## config.mk

```make
export PLATFORM = sky130hd
export DESIGN_NAME = clk_stop_gate
export DESIGN_NICKNAME = d
export VERILOG_FILES = /design/src/rtl/clkstop_pkg.sv /design/src/rtl/clkstop_sync.sv /design/src/rtl/clkstop_ctrl.sv /design/src/rtl/clkstop_gate.sv /design/src/rtl/clk_stop_gate.sv
export SDC_FILE = /design/constraint.sdc
export NUM_CORES = 1
export LEC_CHECK = 0
export BUFFER_PORTS_ARGS = -buffer_cell sky130_fd_sc_hd__buf_2
export CAP_MARGIN = 15
export CORE_MARGIN = 1
export CORE_UTILIZATION = 38
export DETAILED_ROUTE_END_ITERATION = 12
export GPL_TIMING_DRIVEN = 0
export PLACE_DENSITY = 0.59
export SLEW_MARGIN = 20
export SYNTH_ARGS = -nofsm -noshare
export SYNTH_HDL_FRONTEND = slang
export SYNTH_HIERARCHICAL = 1
export SYNTH_SLANG_ARGS = --single-unit
```

## constraint.sdc

```tcl
create_clock -name clk_src -period 3.65 [get_ports clk_src]
set_input_delay 0.73 -clock clk_src [delete_from_list [all_inputs] [get_ports clk_src]]
set_output_delay 0.73 -clock clk_src [all_outputs]
set_load 0.005 [all_outputs]
```

## src/rtl/clkstop_pkg.sv

```systemverilog
package clkstop_pkg;
   typedef enum logic {
      GATE_PARK = 1'b0,
      GATE_RUN  = 1'b1
   } gate_state_e;
endpackage

```

## src/rtl/clkstop_sync.sv

```systemverilog
module clkstop_sync #(
   parameter int STAGES = 2
) (
   input  logic clk_i,
   input  logic rst_n,
   input  logic async_n_i,
   output logic stop_req_o
);
   logic [STAGES-1:0] chain_q;

   always_ff @(posedge clk_i or negedge rst_n) begin
      if (!rst_n) chain_q <= '1;
      else        chain_q <= {chain_q[STAGES-2:0], async_n_i};
   end

   assign stop_req_o = ~chain_q[STAGES-1];
endmodule

```

## src/rtl/clkstop_ctrl.sv

```systemverilog
module clkstop_ctrl
   import clkstop_pkg::*;
#(
   parameter int MIN_RUN = 10
) (
   input  logic clk_i,
   input  logic rst_n,
   input  logic stop_req_i,
   output logic run_o
);
   localparam int CW = $clog2(MIN_RUN + 1);
   localparam logic [CW-1:0] RELOAD = CW'(MIN_RUN - 1);

   gate_state_e state_q;
   logic [CW-1:0] win_q;

   always_ff @(posedge clk_i or negedge rst_n) begin
      if (!rst_n) begin
         state_q <= GATE_RUN;
         win_q   <= '0;
      end else begin
         case (state_q)
            GATE_RUN: begin
               if (win_q != '0)     win_q   <= win_q - 1'b1;
               else if (stop_req_i) state_q <= GATE_PARK;
            end
            default: begin
               if (!stop_req_i) begin
                  state_q <= GATE_RUN;
                  win_q   <= RELOAD;
               end
            end
         endcase
      end
   end

   assign run_o = (state_q == GATE_RUN);


   window_hold_chk: assert property (@(posedge clk_i) disable iff (!rst_n)
      (state_q == GATE_RUN && win_q != '0) |=> (state_q == GATE_RUN));


   stop_taken_chk: assert property (@(posedge clk_i) disable iff (!rst_n)
      (state_q == GATE_RUN && win_q == '0 && stop_req_i) |=> (state_q == GATE_PARK));


   resume_chk: assert property (@(posedge clk_i) disable iff (!rst_n)
      (state_q == GATE_PARK && !stop_req_i) |=> (state_q == GATE_RUN && win_q == RELOAD));
endmodule

```

## src/rtl/clkstop_gate.sv

```systemverilog
module clkstop_gate #(
   parameter int WIDTH = 1
) (
   input  logic             clk_i,
   input  logic             rst_n,
   input  logic             run_i,
   input  logic [WIDTH-1:0] mask_i,
   output logic [WIDTH-1:0] clk_o
);
   for (genvar i = 0; i < WIDTH; i++) begin : g_lane
      logic en_q;

      always_ff @(negedge clk_i or negedge rst_n) begin
         if (!rst_n) en_q <= 1'b0;
         else        en_q <= run_i & mask_i[i];
      end

      assign clk_o[i] = clk_i & en_q;


      park_low_chk: assert property (@(negedge clk_i) disable iff (!rst_n)
         !run_i |=> !en_q);


      mask_low_chk: assert property (@(negedge clk_i) disable iff (!rst_n)
         !mask_i[i] |=> !en_q);
   end
endmodule

```

## src/rtl/clk_stop_gate.sv

```systemverilog
module clk_stop_gate #(
   parameter int NUM_OUT     = 6,
   parameter int SYNC_STAGES = 2,
   parameter int MIN_RUN     = 10
) (
   input  logic               clk_src,
   input  logic               rst_n,
   input  logic               stop_n,
   input  logic [NUM_OUT-1:0] out_en,
   input  logic               free_en,
   output logic [NUM_OUT-1:0] clk_gated,
   output logic               clk_free
);
   if (NUM_OUT < 1) begin : g_bad_width
      $error("NUM_OUT must be at least 1");
   end
   if (SYNC_STAGES < 2) begin : g_bad_sync
      $error("SYNC_STAGES must be at least 2");
   end
   if (MIN_RUN < 1) begin : g_bad_run
      $error("MIN_RUN must be at least 1");
   end

   logic stop_req;
   logic run;

   clkstop_sync #(.STAGES(SYNC_STAGES)) i_sync (
      .clk_i      (clk_src),
      .rst_n      (rst_n),
      .async_n_i  (stop_n),
      .stop_req_o (stop_req)
   );

   clkstop_ctrl #(.MIN_RUN(MIN_RUN)) i_ctrl (
      .clk_i      (clk_src),
      .rst_n      (rst_n),
      .stop_req_i (stop_req),
      .run_o      (run)
   );

   clkstop_gate #(.WIDTH(NUM_OUT)) i_gate (
      .clk_i  (clk_src),
      .rst_n  (rst_n),
      .run_i  (run),
      .mask_i (out_en),
      .clk_o  (clk_gated)
   );

   clkstop_gate #(.WIDTH(1)) i_free (
      .clk_i  (clk_src),
      .rst_n  (rst_n),
      .run_i  (1'b1),
      .mask_i (free_en),
      .clk_o  (clk_free)
   );
endmodule

```

==> results of run 1 <==
## state kept, by name, indices dropped and copies added, names as in the netlist
name,count
i_ctrl/run_o,1
i_ctrl/win_q,4
i_free/g_lane.en_q,1
i_gate/g_lane.en_q,6
i_sync/chain_q,2
## Yosys cell counts
cell | number | share of area
a21oi_1 | 1 | 0.0086
and2_1 | 14 | 0.15
and2b_1 | 1 | 0.013
conb_1 | 1 | 0.0064
dfrtn_1 | 7 | 0.30
dfrtp_1 | 4 | 0.17
dfstp_2 | 3 | 0.13
ha_1 | 1 | 0.021
inv_1 | 3 | 0.019
mux2_4 | 1 | 0.026
mux2i_1 | 1 | 0.017
nand2_1 | 2 | 0.013
nand2b_1 | 1 | 0.011
nor2b_1 | 2 | 0.021
nor3_1 | 1 | 0.0086
nor3b_1 | 1 | 0.013
nor3b_2 | 1 | 0.021
o21ai_1 | 4 | 0.034
o22ai_1 | 1 | 0.011
## area by class of cell
type | count | area (um2) | area share
Multi-Input combinational cell | 33 | 219.0 | 0.2946
Tap cell | 15 | 18.77 | 0.02525
Sequential cell | 14 | 354.1 | 0.4764
Inverter | 3 | 11.26 | 0.01515
Clock buffer | 16 | 95.09 | 0.1279
Timing Repair Buffer | 9 | 45.04 | 0.06061
## critical path: stages (launching register included)
cell and delay (ps):
dfrtn_1 380, and2_1 110, buf_2 100
## layer usage
metal / up-vias / GRT usage / part of all wire
met2: 12 / 0.2031 / 0.46
li1: 207 / - / -
met4: 0 / 0.2258 / 0.012
met1: 193 / 0.1306 / 0.45
met5: - / 0 / 0
met3: 3 / 0.2011 / 0.070
## power by group
| part | leakage [uW] | internal, uW | total, uW | switching [uW] |
|---|---|---|---|---|
| sequential | 0.000164 | 201 | 234 | 33.0 |
| clock | 0.0000878 | 141 | 240 | 99.0 |
| combinational | 0.000118 | 74.1 | 131 | 57.0 |
## placed cells by master, fill, tap and decap left out, drive strengths merged
cell,Yosys,final
a21oi,1,1
mux2,1,1
mux2i,1,1
and2b,1,1
dfrtn,7,7
dfrtp,4,4
inv,3,3
nand2b,1,1
ha,1,1
dfstp,3,3
nor3,1,1
clkbuf,0,9
nand2,2,2
conb,1,1
and2,14,14
o21ai,4,4
buf,0,16
nor3b,2,2
nor2b,2,2
o22ai,1,1
## cells by family after synthesis
logic type	after synthesis
multiplexers	2
buffers and inverters	3
other	1
AND/OR/NAND/NOR	23
flip-flops	14
AO/OA/AOI/OAI	6
adder cells (fa/ha/maj)	1
## path summary, 6_finish.rpt
path | startpoint | endpoint | slack (ps) | depth (start not counted)
min in group clk_src | i_sync/chain_q[0] | i_sync/chain_q[1] | 360 | 0
setup reg to reg | i_ctrl/run_o | i_gate/g_lane[0].en_q | 1080 | 1
hold reg to reg | i_sync/chain_q[0] | i_sync/chain_q[1] | 360 | 0
max in group asynchronous | rst_n | i_gate/g_lane[4].en_q | 1460 | 1
hold / removal | rst_n | i_ctrl/win_q[3] | 230 | 1
setup / recovery | i_gate/g_lane[4].en_q | clk_gated[4] | 110 | 2
## metrics by stage
stage          instance area [um2]  cells  total power (uW)  setup WS [ps]    util
2_1_floorplan                584.3     50             373.4          614.5       -
3_3_place_gp                 683.2     81             432.6          533.0  0.5000
3_5_place_dp                 683.2     81             437.7          531.1  0.5000
4_1_cts                      743.2     90             623.3          79.87  0.5440
5_1_grt                      743.2     90             672.0          2.324  0.5440
6_report                     743.2     90             605.7          105.4  0.5440
==> metrics.md, run 1 <==
| Metric | Value |
|---|---|
| Status | `finished, final reports clean` |
| First-pass GRT wire length | `1552 um` |
| Adder-cell share of the synthesized area | `0.02141` |
| Max_cap viols | `0` |
| Grt ovf | `0` |
| Vias per cell | `4.611` |
| Crit end category | `output port` |
| Maximum resistive drop on vdd | `340.0 uV` |
| Port Buffers | `16` |
| Fin. max-slew vios | `0` |
| Syn Area/Cell | `11.69 um2` |
| Detailed Route WL | `935 um` |
| Share of the yosys chip area belonging to registers | `0.6060` |
| WS Path Type | `flip-flop to output port` |
| Via count | `415` |
| Total GRT Usage | `0.1763` |
| Yosys warns | `6` |
| Routed Antenna Nets | `0` |
| I/O pin total | `17` |
| Synth Area in Simple Gates | `0.2505` |
| Filler cell count | `136` |
| RSZ-0062 raised after global routing | `no` |
| Routability cong. | `0.7387` |
| P_leak | `0.0003693 uW` |
| Nets | `86` |
| CTS clk-pin slew, worst paths | `80 ps` |
| HP Class | `input pin to async pin` |
| Final Hold Viols | `0` |
| Setup bufs post-CTS | `0` |
| Post-synthesis to final-layout area growth | `27.19%` |
| Ant diodes | `0` |
| Final Setup Violations | `0` |
| Initial Util | `0.4277` |
| Largest net degree at the start of global routing | `15` |
| # DRC | `0` |
| Worst skew pair latency | `390 ps` |
| Post-cts repair resize count | `0` |
| #FFs+latches synth | `14` |
| Die height | `41.21 um` |
| Chip width | `41.21 um` |
| Post-synthesis mux area share | `0.04283` |
| DR WL/cell | `10.39 um` |
| Max Clock Skew | `14.95 ps` |
| Core Area | `0.001366 mm2` |
| Synthesized area | `584.3 um2` |
| Post-synthesis compound-gate area fraction | `0.05353` |
| Synth cell types | `19` |
| Net count after synthesis | `61` |
| Vias in the first global route | `444` |
| DR iter-0 viols | `3` |
| Worst EP required | `2920 ps` |
| Largest family of logic cells by synthesized area | `simple AND/OR/NAND/NOR gates` |
| Row count | `13` |
| 1st-pass router iterations | `2` |
| Worst Path Arrival | `2810 ps` |
| Worst Setup Start Kind | `flip-flop` |
| Detail Placement HPWL | `608 um` |
| Final setup TNS | `0 ps` |
| Xor and xnor area share after synthesis | `0` |
| Critical Path Fanout Max | `1` |
| Die Area | `0.001698 mm2` |
| Initial antenna violation count | `0` |
| Power density over the cells | `815.0 mW/mm2` |
| Post-CTS Hold Fix Bufs | `0` |
| Share of layout cells above drive strength 1 | `0.3733` |
| Syn Inst Count | `50` |
| Hold_ws | `227.6 ps` |
| CTS tree | `built` |
Note: power is estimated with default switching activity, not from simulation.
==> run 2: changes to the inputs <==
--- a/config.mk
+++ b/config.mk
@@ -5,13 +5,13 @@
 export SDC_FILE = /design/constraint.sdc
 export NUM_CORES = 1
 export LEC_CHECK = 0
-export BUFFER_PORTS_ARGS = -buffer_cell sky130_fd_sc_hd__buf_2
 export CAP_MARGIN = 15
 export CORE_MARGIN = 1
 export CORE_UTILIZATION = 38
 export DETAILED_ROUTE_END_ITERATION = 12
+export DONT_BUFFER_PORTS = 1
 export GPL_TIMING_DRIVEN = 0
-export PLACE_DENSITY = 0.59
+export PLACE_DENSITY = 0.49
 export SLEW_MARGIN = 20
 export SYNTH_ARGS = -nofsm -noshare
 export SYNTH_HDL_FRONTEND = slang
==> run 2 against run 1 <==
Net effect:
- clock power decreased by 13%
- first-iteration DRC count did not move
- final cell count down 17%
- critical path depth decreased by 1
- clock skew shrank 4.2 ps
- worst setup slack gained 75 ps
- sequential cell count is the same
- final area decreased by 9.4%
- critical path type unchanged
- critical endpoint is now clk_gated[2]
- highest routed layer unchanged
==> metrics.md, run 2 (synthesized netlist as in run 1, its figures left out) <==
| Metric | Value |
|---|---|
| Final Hold Viols | `0 (unchanged)` |
| Biggest register | `i_gate/g_lane.en_q` |
| Critical R2R Launch | `i_ctrl/run_o` |
| Core Area | `0.001366 mm2 (unchanged)` |
| Via count | `358 (-14%)` |
| Worst Setup Start Kind | `flip-flop` |
| Total GRT Usage | `0.1623 (-0.01399)` |
| Grt ovf | `0 (unchanged)` |
| CTS clk-pin slew, worst paths | `80 ps (about the same)` |
| Row count | `13 (unchanged)` |
| Detail Placement HPWL | `631.9 um (+3.9%)` |
| Crit end category | `output port` |
| Critical Path Fanout Max | `1 (unchanged)` |
| Post-synthesis to final-layout area growth | `15.20%` |
| Initial antenna violation count | `0 (unchanged)` |
| Max stage delay on crit path | `380 ps (about the same)` |
| CP top delay family | `flip-flops` |
| Max_cap viols | `0 (unchanged)` |
| # DRC | `0 (unchanged)` |
| Power density over the cells | `845.0 mW/mm2 (+3.7%)` |
| CP Capture Point | `clk_gated[2]` |
| First-pass GRT wire length | `1483 um (-4.4%)` |
| Vias in the first global route | `411 (-7.4%)` |
| Cells along the critical path | `and2_1` |
| Worst skew pair latency | `390 ps (about the same)` |
| Largest net degree at the start of global routing | `15 (unchanged)` |
| CP Depth | `1 (-1)` |
| Maximum resistive drop on vdd | `333.1 uV (-2.0%)` |
| Internal reg-to-reg setup slack | `1090 ps (about the same)` |
| Crit-path slowest cell | `dfrtn_1` |
| P_leak | `0.0003038 uW (-18%)` |
| Routability cong. | `0.7311 (-1.0%)` |
| Chip width | `41.21 um (unchanged)` |
| Die Area | `0.001698 mm2 (unchanged)` |
| Share of layout cells above drive strength 1 | `0.2000 (-0.1733)` |
| Routed Antenna Nets | `0 (unchanged)` |
| Fin. max-slew vios | `0 (unchanged)` |
| Setup bufs post-CTS | `0 (unchanged)` |
| HP Class | `input pin to async pin` |
| R2r endpoint | `i_gate/g_lane[0].en_q` |
| Max reg flops | `6 (unchanged)` |
| Status | `finished, final reports clean` |
| Hold_ws | `177.7 ps (-49.93 ps)` |
| Worst EP required | `2920 ps (about the same)` |
| Final Setup Violations | `0 (unchanged)` |
| Vias per cell | `4.773 (+3.5%)` |
| DR WL/cell | `12.48 um (+20%)` |
| Die height | `41.21 um (unchanged)` |
| Nets | `71 (-17%)` |
| Detailed Route WL | `936 um (+0.11%)` |
| DR iter-0 viols | `3 (unchanged)` |
| CTS tree | `built` |
| Initial Util | `0.4277 (unchanged)` |
| R2r worst-path depth | `1 (unchanged)` |
| Most frequent cells in the layout | `and2_1, clkbuf_4, dfrtn_1` |
| WP buf/inv | `0 (-1)` |
| Worst setup path start | `i_gate/g_lane[2].en_q` |
| Top flop regs | `i_gate/g_lane.en_q x6, i_ctrl/win_q x4, i_sync/chain_q x2` |
| Commonest non-fill, non-tap cell in the layout | `and2_1` |
| Final setup TNS | `0 ps (unchanged)` |
| Port Buffers | `0 (-16)` |
| Worst Path Arrival | `2740 ps (-70 ps)` |
| 1st-pass router iterations | `4 (+2)` |
| Ant diodes | `0 (unchanged)` |
| Max Clock Skew | `10.72 ps (-4.230 ps)` |
| WS Path Type | `flip-flop to output port` |
| I/O pin total | `17 (unchanged)` |
| RSZ-0062 raised after global routing | `no` |
## run 2: metrics by stage
stage	std cells	setup WS (ps)	power (uW)	instance area [um2]	utilization
after floorplan	50	614.5	373.4	584.3	-
after global placement	65	609.7	388.7	603.1	0.4414
after detailed placement	65	607.4	400.6	603.1	0.4414
after CTS	74	161.2	582.3	663.1	0.4853
after global routing	75	110.7	624.5	673.1	0.4927
final	75	180.3	568.8	673.1	0.4927
## run 2: report_power, final
group	internal, uW	switching [uW]	leakage [uW]	total, uW
Sequential	201	32.5	0.000164	234
Clock	116	92.8	0.0000536	208
Combinational	70.9	55.8	0.0000865	127
## run 2: per-layer routing
layer	share of wire	global-route usage
met5	0	0
met4	0.022	0.2177
met3	0.063	0.1359
met2	0.45	0.2070
met1	0.46	0.1304
## run 2: cell type report
| type | instances | area (um2) |
|---|---|---|
| fillers | 141 | 693.2 |
| flip-flops and latches | 14 | 354.1 |
| multi-input cells | 33 | 219.0 |
| clock buffers | 9 | 60.06 |
| well taps | 15 | 18.77 |
| inverters | 3 | 11.26 |
| repair buffers | 1 | 10.01 |
## run 2: what timing repair did
action	CTS	global route
hold buffers	0	1
gates resized for setup	0	0
hold endpoints to repair	0	4
## run 2: how the worst min path moves through the flow
stage / startpoint / end / cells after the start
floorplan: i_sync/chain_q[0] / i_sync/chain_q[1] / 0
global placement: i_sync/chain_q[0] / i_sync/chain_q[1] / 0
detailed placement: i_sync/chain_q[0] / i_sync/chain_q[1] / 0
CTS: rst_n / i_ctrl/win_q[0] / 0
global route: rst_n / i_ctrl/run_o / 0
finish: rst_n / i_ctrl/run_o / 0
==> run 3: changes to the inputs <==
--- a/config.mk
+++ b/config.mk
@@ -7,11 +7,11 @@
 export LEC_CHECK = 0
 export CAP_MARGIN = 15
 export CORE_MARGIN = 1
-export CORE_UTILIZATION = 38
+export CORE_UTILIZATION = 42
 export DETAILED_ROUTE_END_ITERATION = 12
 export DONT_BUFFER_PORTS = 1
 export GPL_TIMING_DRIVEN = 0
-export PLACE_DENSITY = 0.49
+export PLACE_DENSITY = 0.53
 export SLEW_MARGIN = 20
 export SYNTH_ARGS = -nofsm -noshare
 export SYNTH_HDL_FRONTEND = slang
==> constraint.sdc (replaced) <==
create_clock -name clk_src -period 3.44 [get_ports clk_src]
set_input_delay 0.688 -clock clk_src [delete_from_list [all_inputs] [get_ports clk_src]]
set_output_delay 0.688 -clock clk_src [all_outputs]
set_load 0.005 [all_outputs]
==> run 3 against run 2 <==
Net effect:
- via count is the same
- worst hold slack lost 30 ps
- sequential share of layout area shrank 0.77 points
- final area grew 1.5%
- largest cell class unchanged
- largest power group unchanged
- total power grew 9.7%
- critical endpoint is now clk_gated[4]
- critical path depth is the same
- combinational power grew 8%
==> metrics.md, run 3 (synthesized netlist as in run 1, its figures left out) <==
| Metric | Value |
|---|---|
| Filler cell count | `123 (-13%)` |
| Core Area | `0.001301 mm2 (-4.8%)` |
| Max reg flops | `6 (unchanged)` |
| Max stage delay on crit path | `390 ps (about the same)` |
| Nets | `71 (unchanged)` |
| Pre-CTS setup slack | `531.2 ps (-76.22 ps)` |
| Crit end category | `output port` |
| Initial Util | `0.4490 (+0.02138)` |
| Top flop regs | `i_gate/g_lane.en_q x6, i_ctrl/win_q x4, i_sync/chain_q x2` |
| CTS tree | `built` |
| CTS clk-pin slew, worst paths | `80 ps (about the same)` |
| First-pass GRT wire length | `1490 um (+0.47%)` |
| Biggest register | `i_gate/g_lane.en_q` |
| CP top delay family | `flip-flops` |
| Routability cong. | `0.7220 (-1.2%)` |
| Vias in the first global route | `394 (-4.1%)` |
| Port Buffers | `0 (unchanged)` |
| Hold_ws | `147.5 ps (-30.26 ps)` |
| Initial antenna violation count | `0 (unchanged)` |
| Commonest non-fill, non-tap cell in the layout | `and2_1` |
| R2r worst-path depth | `1 (unchanged)` |
| Status | `finished, final reports clean` |
| Ant diodes | `0 (unchanged)` |
| WS Path Type | `flip-flop to output port` |
| Post-Layout Cell Count | `75 (unchanged)` |
| Via count | `358 (unchanged)` |
| Area of the multi-input gates | `219.0 um2 (unchanged)` |
| CP Depth | `1 (unchanged)` |
| Fin. max-slew vios | `0 (unchanged)` |
| Row count | `13 (unchanged)` |
| Register Area | `354.1 um2 (unchanged)` |
| Worst EP required | `2750 ps (-170 ps)` |
| Critical Path Fanout Max | `1 (unchanged)` |
| Most frequent cells in the layout | `and2_1, clkbuf_4, dfrtn_1` |
| Post-synthesis to final-layout area growth | `16.92%` |
| 1st-pass router iterations | `2 (-2)` |
| Chip width | `39.30 um (-4.6%)` |
| Max_cap viols | `0 (unchanged)` |
| Grt ovf | `0 (unchanged)` |
| Final Setup Violations | `0 (unchanged)` |
| Total GRT Usage | `0.1689 (+0.006549)` |
| RSZ-0062 raised after global routing | `no` |
| Power density over the cells | `913.4 mW/mm2 (+8.1%)` |
| Final WS setup | `117.7 ps (-62.61 ps)` |
| Setup bufs post-CTS | `0 (unchanged)` |
| Final Hold Viols | `0 (unchanged)` |
| Worst Path Arrival | `2630 ps (-110 ps)` |
| Detailed Route WL | `905 um (-3.3%)` |
| Vias per cell | `4.773 (unchanged)` |
| Worst skew pair latency | `390 ps (about the same)` |
| Largest net degree at the start of global routing | `14 (-1)` |
| Routed Antenna Nets | `0 (unchanged)` |
| WP buf/inv | `0 (unchanged)` |
| # DRC | `0 (unchanged)` |
| Die height | `39.30 um (-4.6%)` |
| Die Area | `0.001544 mm2 (-9.1%)` |
| Crit-path slowest cell | `dfrtn_1` |
| Max Clock Skew | `15.05 ps (+4.333 ps)` |
| Detail Placement HPWL | `606 um (-4.1%)` |
| DR iter-0 viols | `3 (unchanged)` |
| Worst Setup Start Kind | `flip-flop` |
| Share of layout cells above drive strength 1 | `0.2167 (+0.01667)` |
| HP Class | `input pin to async pin` |
| I/O pin total | `17 (unchanged)` |
| P_leak | `0.0003098 uW (+2.0%)` |
| Post-Place Cells | `65 (unchanged)` |
| Maximum resistive drop on vdd | `357.3 uV (+7.2%)` |
| Cells along the critical path | `and2_1` |
| Final setup TNS | `0 ps (unchanged)` |
| DR WL/cell | `12.07 um (-3.3%)` |
-- run 3: power by group --
group | internal, uW | switching [uW] | leakage (uW)
clock | 142 | 95.4 | 0.0000596
combinational | 75.3 | 61.6 | 0.0000865
sequential | 214 | 36.0 | 0.000164
-- run 3: worst paths after layout --
kind                                       start                    end  slack [ps]
min                                        rst_n           i_ctrl/run_o         150
min in group clk_src                      stop_n      i_sync/chain_q[0]         300
max in group asynchronous                  rst_n  i_gate/g_lane[2].en_q        1750
min reg2reg                    i_sync/chain_q[0]      i_sync/chain_q[1]         360
max                        i_gate/g_lane[4].en_q           clk_gated[4]         120
max reg2reg                         i_ctrl/run_o  i_gate/g_lane[4].en_q         970
-- run 3: cell type report --
class	count	share of cell area
sequential	14	0.5183
multi-input combinational	33	0.3205
clock buffer	9	0.1026
tap	15	0.02747
inverter	3	0.01648
timing repair buffer	1	0.01465
-- run 3: repair_timing --
| item | CTS | global route |
|---|---|---|
| gates resized for setup | 0 | 0 |
| hold buffers | 1 | 0 |
| endpoints found under the hold margin | 4 | 0 |
-- run 3: per-layer routing --
| metal | routed length [um] | track usage | vias to the layer above |
|---|---|---|---|
| met3 | 54 | 0.1761 | 2 |
| met1 | 392 | 0.1513 | 167 |
| met4 | 10 | 0.1379 | 0 |
| met2 | 448 | 0.2125 | 11 |
| met5 | 0 | 0 | - |
| li1 | - | - | 178 |
-- run 3: per-stage QoR --
stage	area [um2]	total power, uW	util
floorplan	584.3	396.2	-
global placement	603.1	411.9	0.4635
detailed placement	603.1	425.6	0.4635
CTS	683.2	637.0	0.5250
global route	683.2	677.3	0.5250
finish	683.2	624.0	0.5250
